## src/rtl/dkc_pkg.sv

```systemverilog
package dkc_pkg;
  localparam int BIT_OVR  = 7;
  localparam int BIT_ACF  = 6;
  localparam int BIT_DEF  = 5;
  localparam int BIT_CYO  = 4;
  localparam int BIT_BUSY = 3;
  localparam int BIT_EXC  = 2;
  localparam int BIT_IDLE = 1;
  localparam int BIT_DTE  = 0;
  localparam logic [7:0] ERR_MASK  = 8'hF1;
  localparam logic [7:0] EXC_SRC   = 8'hF0;
  localparam logic [7:0] ST_RESET  = 8'h0A;
  localparam logic [7:0] ST_BUSY   = 8'h08;
  localparam logic [3:0] FN_READ   = 4'd1;
  localparam logic [3:0] FN_WRITE  = 4'd2;
  localparam logic [3:0] FN_RCHK   = 4'd3;
endpackage

```

## src/rtl/dkc_sector_ctr.sv

```systemverilog
module dkc_sector_ctr #(
  parameter int NSEC = 24,
  localparam int SW = $clog2(NSEC)
) (
  input  logic          clk,
  input  logic          rst,
  input  logic          tick,
  output logic [SW-1:0] sec
);
  always_ff @(posedge clk) begin
    if (rst) sec <= '0;
    else if (tick) sec <= (sec == SW'(NSEC - 1)) ? '0 : sec + 1'b1;
  end

  AST_SECTOR_IN_RANGE: assert property (@(posedge clk) disable iff (rst)
    sec <= SW'(NSEC - 1));
endmodule

```

## src/rtl/dkc_cmd_decode.sv

```systemverilog
module dkc_cmd_decode #(
  parameter int NDRV = 4,
  localparam int UW = (NDRV > 1) ? $clog2(NDRV) : 1
) (
  input  logic            cmd_stb,
  input  logic [3:0]      code,
  input  logic            idle,
  input  logic [NDRV-1:0] drive_busy,
  input  logic [UW-1:0]   unit,
  output logic            do_clear,
  output logic            accept,
  output logic            legal
);
  import dkc_pkg::*;
  always_comb begin
    do_clear = cmd_stb & code[3];
    accept   = cmd_stb & ~code[3] & idle & ~drive_busy[unit];
    legal    = (code == FN_READ) | (code == FN_WRITE) | (code == FN_RCHK);
  end
endmodule

```

## src/rtl/dkc_readout.sv

```systemverilog
module dkc_readout #(
  parameter int SW = 5
) (
  input  logic          clk,
  input  logic          rst,
  input  logic          rd_stb,
  input  logic          sense_stb,
  input  logic          idle,
  input  logic [SW-1:0] sec,
  input  logic [7:0]    dbuf,
  input  logic [7:0]    status,
  output logic [7:0]    dout
);
  import dkc_pkg::*;
  logic [7:0] sensed;
  always_comb begin
    sensed = status;
    sensed[BIT_EXC] = |(status & EXC_SRC);
  end

  always_ff @(posedge clk) begin
    if (rst) dout <= '0;
    else if (sense_stb) dout <= sensed;
    else if (rd_stb) dout <= idle ? 8'(sec) : dbuf;
  end

  AST_SENSE_EXC: assert property (@(posedge clk) disable iff (rst)
    sense_stb |=> (dout[BIT_EXC] == |(dout & EXC_SRC)));
endmodule

```

## src/rtl/disk_ctrl_regs.sv

```systemverilog
module disk_ctrl_regs #(
  parameter int NDRV = 4,
  parameter int NSEC = 24,
  localparam int UW = (NDRV > 1) ? $clog2(NDRV) : 1,
  localparam int SW = $clog2(NSEC)
) (
  input  logic            clk,
  input  logic            rst,
  input  logic            sector_tick,
  input  logic            sel_stb,
  input  logic [UW-1:0]   sel_unit,
  input  logic            sel_upper,
  input  logic            rd_stb,
  input  logic            wr_stb,
  input  logic            sense_stb,
  input  logic            cmd_stb,
  input  logic [7:0]      din,
  input  logic [NDRV-1:0] drive_busy,
  input  logic            done_stb,
  input  logic [7:0]      done_flags,
  output logic [7:0]      dout,
  output logic [3:0]      op_code,
  output logic            start_op,
  output logic [UW-1:0]   cur_unit,
  output logic            platter,
  output logic [5:0]      head_sector,
  output logic            ctrl_irq,
  output logic            dma_stop,
  output logic            drive_reset
);
  import dkc_pkg::*;

  logic [7:0]    status, st_n;
  logic [7:0]    dbuf;
  logic          upper_sel;
  logic [SW-1:0] sec;
  logic          idle, do_clear, accept, legal;
  logic [7:0]    err_in;

  assign idle   = status[BIT_IDLE];
  assign err_in = done_flags & ERR_MASK;

  dkc_sector_ctr #(.NSEC(NSEC)) u_sec (
    .clk(clk), .rst(rst), .tick(sector_tick), .sec(sec));

  dkc_cmd_decode #(.NDRV(NDRV)) u_dec (
    .cmd_stb(cmd_stb), .code(din[3:0]), .idle(idle), .drive_busy(drive_busy),
    .unit(cur_unit), .do_clear(do_clear), .accept(accept), .legal(legal));

  dkc_readout #(.SW(SW)) u_out (
    .clk(clk), .rst(rst || do_clear), .rd_stb(rd_stb), .sense_stb(sense_stb),
    .idle(idle), .sec(sec), .dbuf(dbuf), .status(status), .dout(dout));

  // host effect first, completion layered on top
  always_comb begin
    st_n = status;
    if ((rd_stb || wr_stb) && !idle) st_n[BIT_BUSY] = 1'b1;
    if (accept) st_n = (din[3:0] == FN_WRITE) ? 8'h00 : ST_BUSY;
    if (done_stb) begin
      st_n = st_n | err_in;
      st_n[BIT_IDLE] = 1'b1;
      st_n[BIT_BUSY] = 1'b0;
    end
  end

  always_ff @(posedge clk) begin
    if (rst || do_clear) begin
      status      <= ST_RESET;
      op_code     <= '0;
      dbuf        <= '0;
      cur_unit    <= '0;
      upper_sel   <= 1'b0;
      platter     <= 1'b0;
      head_sector <= '0;
      start_op    <= 1'b0;
      ctrl_irq    <= 1'b0;
      dma_stop    <= 1'b0;
      drive_reset <= do_clear && !rst;
    end else begin
      status      <= st_n;
      drive_reset <= 1'b0;
      if (sel_stb && idle) begin
        cur_unit  <= sel_unit;
        upper_sel <= sel_upper;
      end
      if (wr_stb) begin
        if (idle) head_sector <= din[5:0];
        else      dbuf        <= din;
      end
      if (accept) begin
        op_code <= din[3:0];
        platter <= upper_sel;
      end
      start_op <= accept && legal;
      ctrl_irq <= done_stb;
      dma_stop <= done_stb && (err_in != 8'h00);
    end
  end

  AST_DMA_STOP_WITH_IRQ: assert property (@(posedge clk) disable iff (rst)
    dma_stop |-> ctrl_irq);
  AST_START_LEGAL_CODE: assert property (@(posedge clk) disable iff (rst)
    start_op |-> (op_code >= FN_READ && op_code <= FN_RCHK));
  AST_START_LEAVES_IDLE: assert property (@(posedge clk) disable iff (rst)
    (start_op && !$past(done_stb)) |-> !status[BIT_IDLE]);
  AST_CLEAR_STATE: assert property (@(posedge clk) disable iff (rst)
    (cmd_stb && din[3]) |=> (status == ST_RESET && op_code == 4'd0 && !ctrl_irq));
  AST_IGNORE_NOT_IDLE: assert property (@(posedge clk) disable iff (rst)
    (cmd_stb && !din[3] && !status[BIT_IDLE]) |=> ($stable(op_code) && !start_op));
  AST_COMPLETE_IDLE: assert property (@(posedge clk) disable iff (rst)
    (done_stb && !(cmd_stb && din[3])) |=> (status[BIT_IDLE] && !status[BIT_BUSY]));
endmodule

```

## config.mk

```make
export PLATFORM = sky130hd
export DESIGN_NAME = disk_ctrl_regs
export DESIGN_NICKNAME = d
export VERILOG_FILES = /design/src/rtl/dkc_pkg.sv /design/src/rtl/dkc_sector_ctr.sv /design/src/rtl/dkc_cmd_decode.sv /design/src/rtl/dkc_readout.sv /design/src/rtl/disk_ctrl_regs.sv
export SDC_FILE = /design/constraint.sdc
export NUM_CORES = 1
export LEC_CHECK = 0
export ABC_AREA = 1
export ABC_CLOCK_PERIOD_IN_PS = 2460
export CORE_ASPECT_RATIO = 1.1
export CORE_MARGIN = 2
export CORE_UTILIZATION = 50
export DETAILED_ROUTE_END_ITERATION = 7
export DONT_BUFFER_PORTS = 1
export PLACE_DENSITY_LB_ADDON = 0.3
export SLEW_MARGIN = 20
export SYNTH_ARGS = -nofsm -noshare
export SYNTH_HDL_FRONTEND = slang
export SYNTH_SLANG_ARGS = --single-unit
```

## constraint.sdc

```tcl
create_clock -name clk -period 2.46 [get_ports clk]
set_clock_uncertainty 0.1 [all_clocks]
set_input_delay 0.369 -clock clk [delete_from_list [all_inputs] [get_ports clk]]
set_output_delay 0.369 -clock clk [all_outputs]
set_load 0.03 [all_outputs]
```

; After elaboration in Yosys (flattened, before gate mapping)
; Cells that the tools add are included.
[classes]
reduce_logical = 15
n_addsub = 1
n_lt_le_gt_ge = 1
bitwise_logic = 10
muxes = 10
eq_ne = 4
[ops]
columns = operator, n
row1 = $mux 8, 5
row2 = $eq 4x2->1 const B, 2
row3 = $or 8x8->8, 1
row4 = $reduce_bool 8->1, 1
row5 = $add 5x1->5 const B, 1
row6 = $eq 5x5->1 const B, 1
row7 = $logic_and 1x1->1, 5
row8 = $mux 5, 1
row9 = $and 1x1->1, 4
row10 = $eq 4x1->1 const B, 1
row11 = $mux 4, 1
row12 = $reduce_and 2->1, 2
row13 = $reduce_or 4->1, 1
row14 = $lt 2x3->1 const B, 1
row15 = $not 1->1, 3
row16 = $bmux 1 s2, 1
row17 = $logic_not 1->1, 2
row18 = $logic_or 1x1->1, 2
row19 = $mux 1, 2
row20 = $or 1x1->1, 2
row21 = $reduce_bool 2->1, 1
row22 = $reduce_or 2->1, 1
[totals]
reg_bits = 47
output_inout_bits = 25

; Logic depth before layout (Yosys ltp)
[logic_depth]
depth_word = 7
ltp_mapped = 7
depth_no_buf = 7

; By module
; From an unflattened synthesis, not the netlist that was laid out.
[hier_totals]
cells_unflattened = 257
area_unflattened_um2 = 1883.1
[by_module_without_submodules]
columns = module, seq_area_each_um2, area_each_um2, cells_per_inst, instances
row1 = disk_ctrl_regs, 660.6, 1168.6, 146, 1
row2 = dkc_readout, 160.2, 407.9, 60, 1
row3 = dkc_sector_ctr, 100.1, 225.2, 31, 1
row4 = dkc_cmd_decode, 0.0, 81.3, 20, 1

; Worst setup path after synthesis
; No wires, ideal clock.
[synth_timing]
path_type = register -> register
start = register cur_unit[1]
end = register op_code[1]
path_buffers = 1
arrival_ns = 1.136
setup_slack_ns = 1.105
required_time_ns = 2.240
path_stages_with_launch = 7
cell_sequence = dfxtp_1 inv_1 nand3_2 nand3_2 buf_6 nand2_2 a21oi_2
[synth_via]
elab_chain_cells = 4
[synth_lines]
columns = item, line
row1 = "start, declared", disk_ctrl_regs.sv:24  ; output logic [UW-1:0] cur_unit,
row2 = "start signal, assigned", disk_ctrl_regs.sv:83  ; cur_unit <= sel_unit;
row3 = $bmux 1 s2, dkc_cmd_decode.sv:17  ; accept = cmd_stb & ~code[3] & idle & ~drive_busy[unit];
row4 = $mux 1 (implied by the code), dkc_cmd_decode.sv:17
row5 = $not 1->1, dkc_cmd_decode.sv:17
row6 = $and 1x1->1, dkc_cmd_decode.sv:17
row7 = "end signal, assigned", disk_ctrl_regs.sv:91  ; op_code <= din[3:0];
row8 = "end, declared", disk_ctrl_regs.sv:22  ; output logic [3:0] op_code,
; No other way between the ends. The select of a mux whose other input is x is not followed.
; A chain may end at the register's enable or synchronous reset.

; Worst setup path in the final report
[layout_timing]
start = register status[1]
end = register status[4]
[layout_via]
elab_chain_cells = 5
[layout_lines]
columns = item, line
row1 = "start, declared", disk_ctrl_regs.sv:33  ; logic [7:0] status, st_n;
row2 = "start signal, assigned", disk_ctrl_regs.sv:80  ; status <= st_n;
row3 = $and 1x1->1 (*) (2 in a row), dkc_cmd_decode.sv:17
row4 = $mux 8 (*), disk_ctrl_regs.sv:58  ; if (accept) st_n = (din[3:0] == FN_WRITE) ? 8'h00 : ST_BUSY;
row5 = $or 8x8->8, disk_ctrl_regs.sv:60  ; st_n = st_n | err_in;
row6 = $mux 8 (*), disk_ctrl_regs.sv:59  ; if (done_stb) begin
; Mark *: on every way between the ends. The rest lies on a longest branch, timed or not.

==> summary.md <==
| Metric | Value |
|---|---|
| Synth Flop Type | dfxtp_1 |
| Final Cycle Share | 71.2% |
| TritonCTS clock tree | done |
| FF-to-FF End | status[4] |
| CTS Buf Count | 5 |
| Number of synthesized flops with an enable pin | 0 |
| Vias in the first global route | 1,376 |
| Number of hold buffers added after CTS | 0 |
| Critical path launch point type | register |
| Share of post-route cells with drive strength above 1 | 14.1% |
| Per-cell routed wire length | 13.5 um |
| Syn_nets | 272 |
| Min cycle time layout | 1750 ps |
| Drt drc | 0 |
| Power per cell area | 695 nW/um2 |
| Post-DP HPWL | 2900 um |
| Final WL | 3930 um |
| Min Hold Slack | 31.1 ps |
| Post-CTS Setup Bufs | 0 |
| Synth warnings | 0 |
| Maximum fanout along the worst path | 12 |
| Mapped Area | 1910 um2 |
| Critical Path RT | 2550 ps |
| DP Cell Count | 283 |
| CORE AREA | 3650 um2 |
| Post-CTS Resized | 0 |
| Fin util | 55.5% |
| WL met3 | 346 um |
| #FFs+latches synth | 46 |
| Drt first pass iters | 4 |
| Final slew viol count | 0 |
| Worst-skew pair later-pin latency | 300 ps |
| Ys async rst share | 0% |
| Relative slew slack | 57.7% |
| RSZ-0062 raised after global routing | false |
| Reg2reg setup slack | 710 ps |
| Post-place setup slack | 731 ps |
| Critical Path AT | 1840 ps |
| Setup crit end kind | register |
| Highest cell delay on the worst timing path | 620 ps |
| Lkg Pwr | 0.853 nW |
| Syn-to-layout area delta | 5.88% |
| RR Startpoint | status[1] |
| Number of routed nets with antenna violations | 0 |
| DRT iter0 DRCs | 59 |
| Finish-stage setup viols | 0 |
| Clock slew seen by the registers of the worst setup and hold paths | 80 ps |
| Die Span X | 63.0 um |
| Worst VDD drop | 0.398 mV |
| Netlist cell types | 31 |
| Crit-path cells | inv_2 > nor2_4 > nand3_2 > nand3_1 > nand2_1 |
| Fmax | 571 MHz |
| Die Y | 68.9 um |
| Filler cells | 376 |
| Status | completed |
| GRT Resource Usage Total | 18.5% |
| Max Root-Sink Buffers | 2 |
| Final WS setup | 709 ps |
| Buffers on Ports | 0 |
| Seq/Total Area, Yosys | 48.1% |
| Largest net degree at the start of global routing | 19 |
| Vias per cell | 5.26 |
| TNS Setup | 0 ps |
| Gpl congestion | 0.809 |
| Sink Count | 46 |
| Starting Density | 52.4% |
| Synthesized area per cell | 8.01 um2 |
| H-tree Lvls | 2 |
| Critical Path Slowest Stage Cell | dfxtp_1 |
| First-pass GRT wire length | 6180 um |
| Initial antenna violation count | 0 |
| Least-Margin Pin Slew | 632 ps |
| CP Capture Point | status[4] |
| Final nets | 273 |
| Reg2Reg Depth | 5 |
| Top routing layer used | met4 |
| Most common cell after layout, fill and taps aside | dfxtp_1 |
| Cells after Synth | 239 |
| Final hold viol count | 0 |
| Vias | 1,530 |
| Hold Path Class | in -> reg |
| Fin cells | 291 |
| Die ar. | 4340 um2 |
| Total gr overflow | 0 |
| N_diodes | 0 |
| Std cell rows | 23 |
| Critical path type | reg -> reg |
| Most frequent cells in the layout | dfxtp_1 (46), nand2_1 (45), inv_1 (25), a21oi_1 (18), nor2_1 (17) |
| Worst setup startpoint | status[1] |
| Met2 Routed Length | 1720 um |
| Root buf cell | clkbuf_8 |
| Min-delay src | rst |
| Max-cap viol count | 0 |
| Ports | 57 |
| WL met1 | 1750 um |
critical path, delay by kind of cell, from the launching register on:
kind          cells  cell delay (ps)
buf+inv           1              200
flops             1              620
simple gates      4              720
per-stage QoR:
stage,power (mW),instance area [um2]
after global placement,0.955,1940
after detailed placement,0.957,1940
after global routing,1.47,2030
final,1.41,2030
after floorplan,0.940,1910
after CTS,1.42,2030
worst min path at each step:
| stage | endpoint | cells past startpoint |
|---|---|---|
| 6_report | drive_reset | 1 |
| 5_1_grt | drive_reset | 1 |
| 4_1_cts | drive_reset | 1 |
| 3_5_place_dp | drive_reset | 1 |
| 3_3_place_gp | drive_reset | 1 |
| 2_1_floorplan | drive_reset | 1 |
routing by layer:
| metal | vias to the layer above | track usage (%) |
|---|---|---|
| li1 | 792 | - |
| met1 | 671 | 22.7 |
| met2 | 55 | 29.3 |
| met3 | 12 | 5.68 |
| met4 | 0 | 10.8 |
| met5 | - | 0 |
power by group:
part / internal, mW / switching, mW
logic: 0.0374 / 0.0706
registers: 0.774 / 0.0569
clock network: 0.227 / 0.242
layout make-up:
type / instances / area [um2] / area share [%]
clock inverter: 1 / 5.00 / 0.247
sequential: 46 / 921 / 45.4
multi-input combinational: 156 / 832 / 41.0
inverter: 30 / 113 / 5.56
timing repair buffer: 1 / 7.51 / 0.370
clock buffer: 7 / 86.3 / 4.26
tap: 50 / 62.6 / 3.09
cells by family after synthesis:
| kind of cell | synth area share (%) |
|---|---|
| compound gates | 16.8 |
| xor+xnor | 0.458 |
| fa+ha+maj | 0.653 |
| buf+inv | 8.43 |
| flops | 48.1 |
| simple gates | 25.6 |
state kept, by name, indices dropped and copies added (netlist names):
register,cells
platter,1
head_sector,6
u_sec.sec,5
ctrl_irq,1
dma_stop,1
upper_sel,1
status,7
op_code,4
drive_reset,1
cur_unit,2
dbuf,8
start_op,1
u_out.dout,8
cells in the mapped netlist, types with 3 or more instances:
cell / count / area, um2
inv_2: 5 / 18.8
o211ai_1: 4 / 30.0
inv_1: 25 / 93.8
nand3_2: 5 / 50.1
nand4_1: 5 / 31.3
buf_2: 3 / 15.0
o21ai_0: 14 / 70.1
dfxtp_1: 46 / 921
nor2_1: 17 / 63.8
nand2_2: 5 / 31.3
a31oi_1: 6 / 37.5
nand3_1: 16 / 80.1
a21oi_2: 3 / 26.3
nand2_1: 45 / 169
buf_4: 3 / 22.5
a21oi_1: 18 / 90.1
No activity file was read; power rests on OpenSTA's default activity.
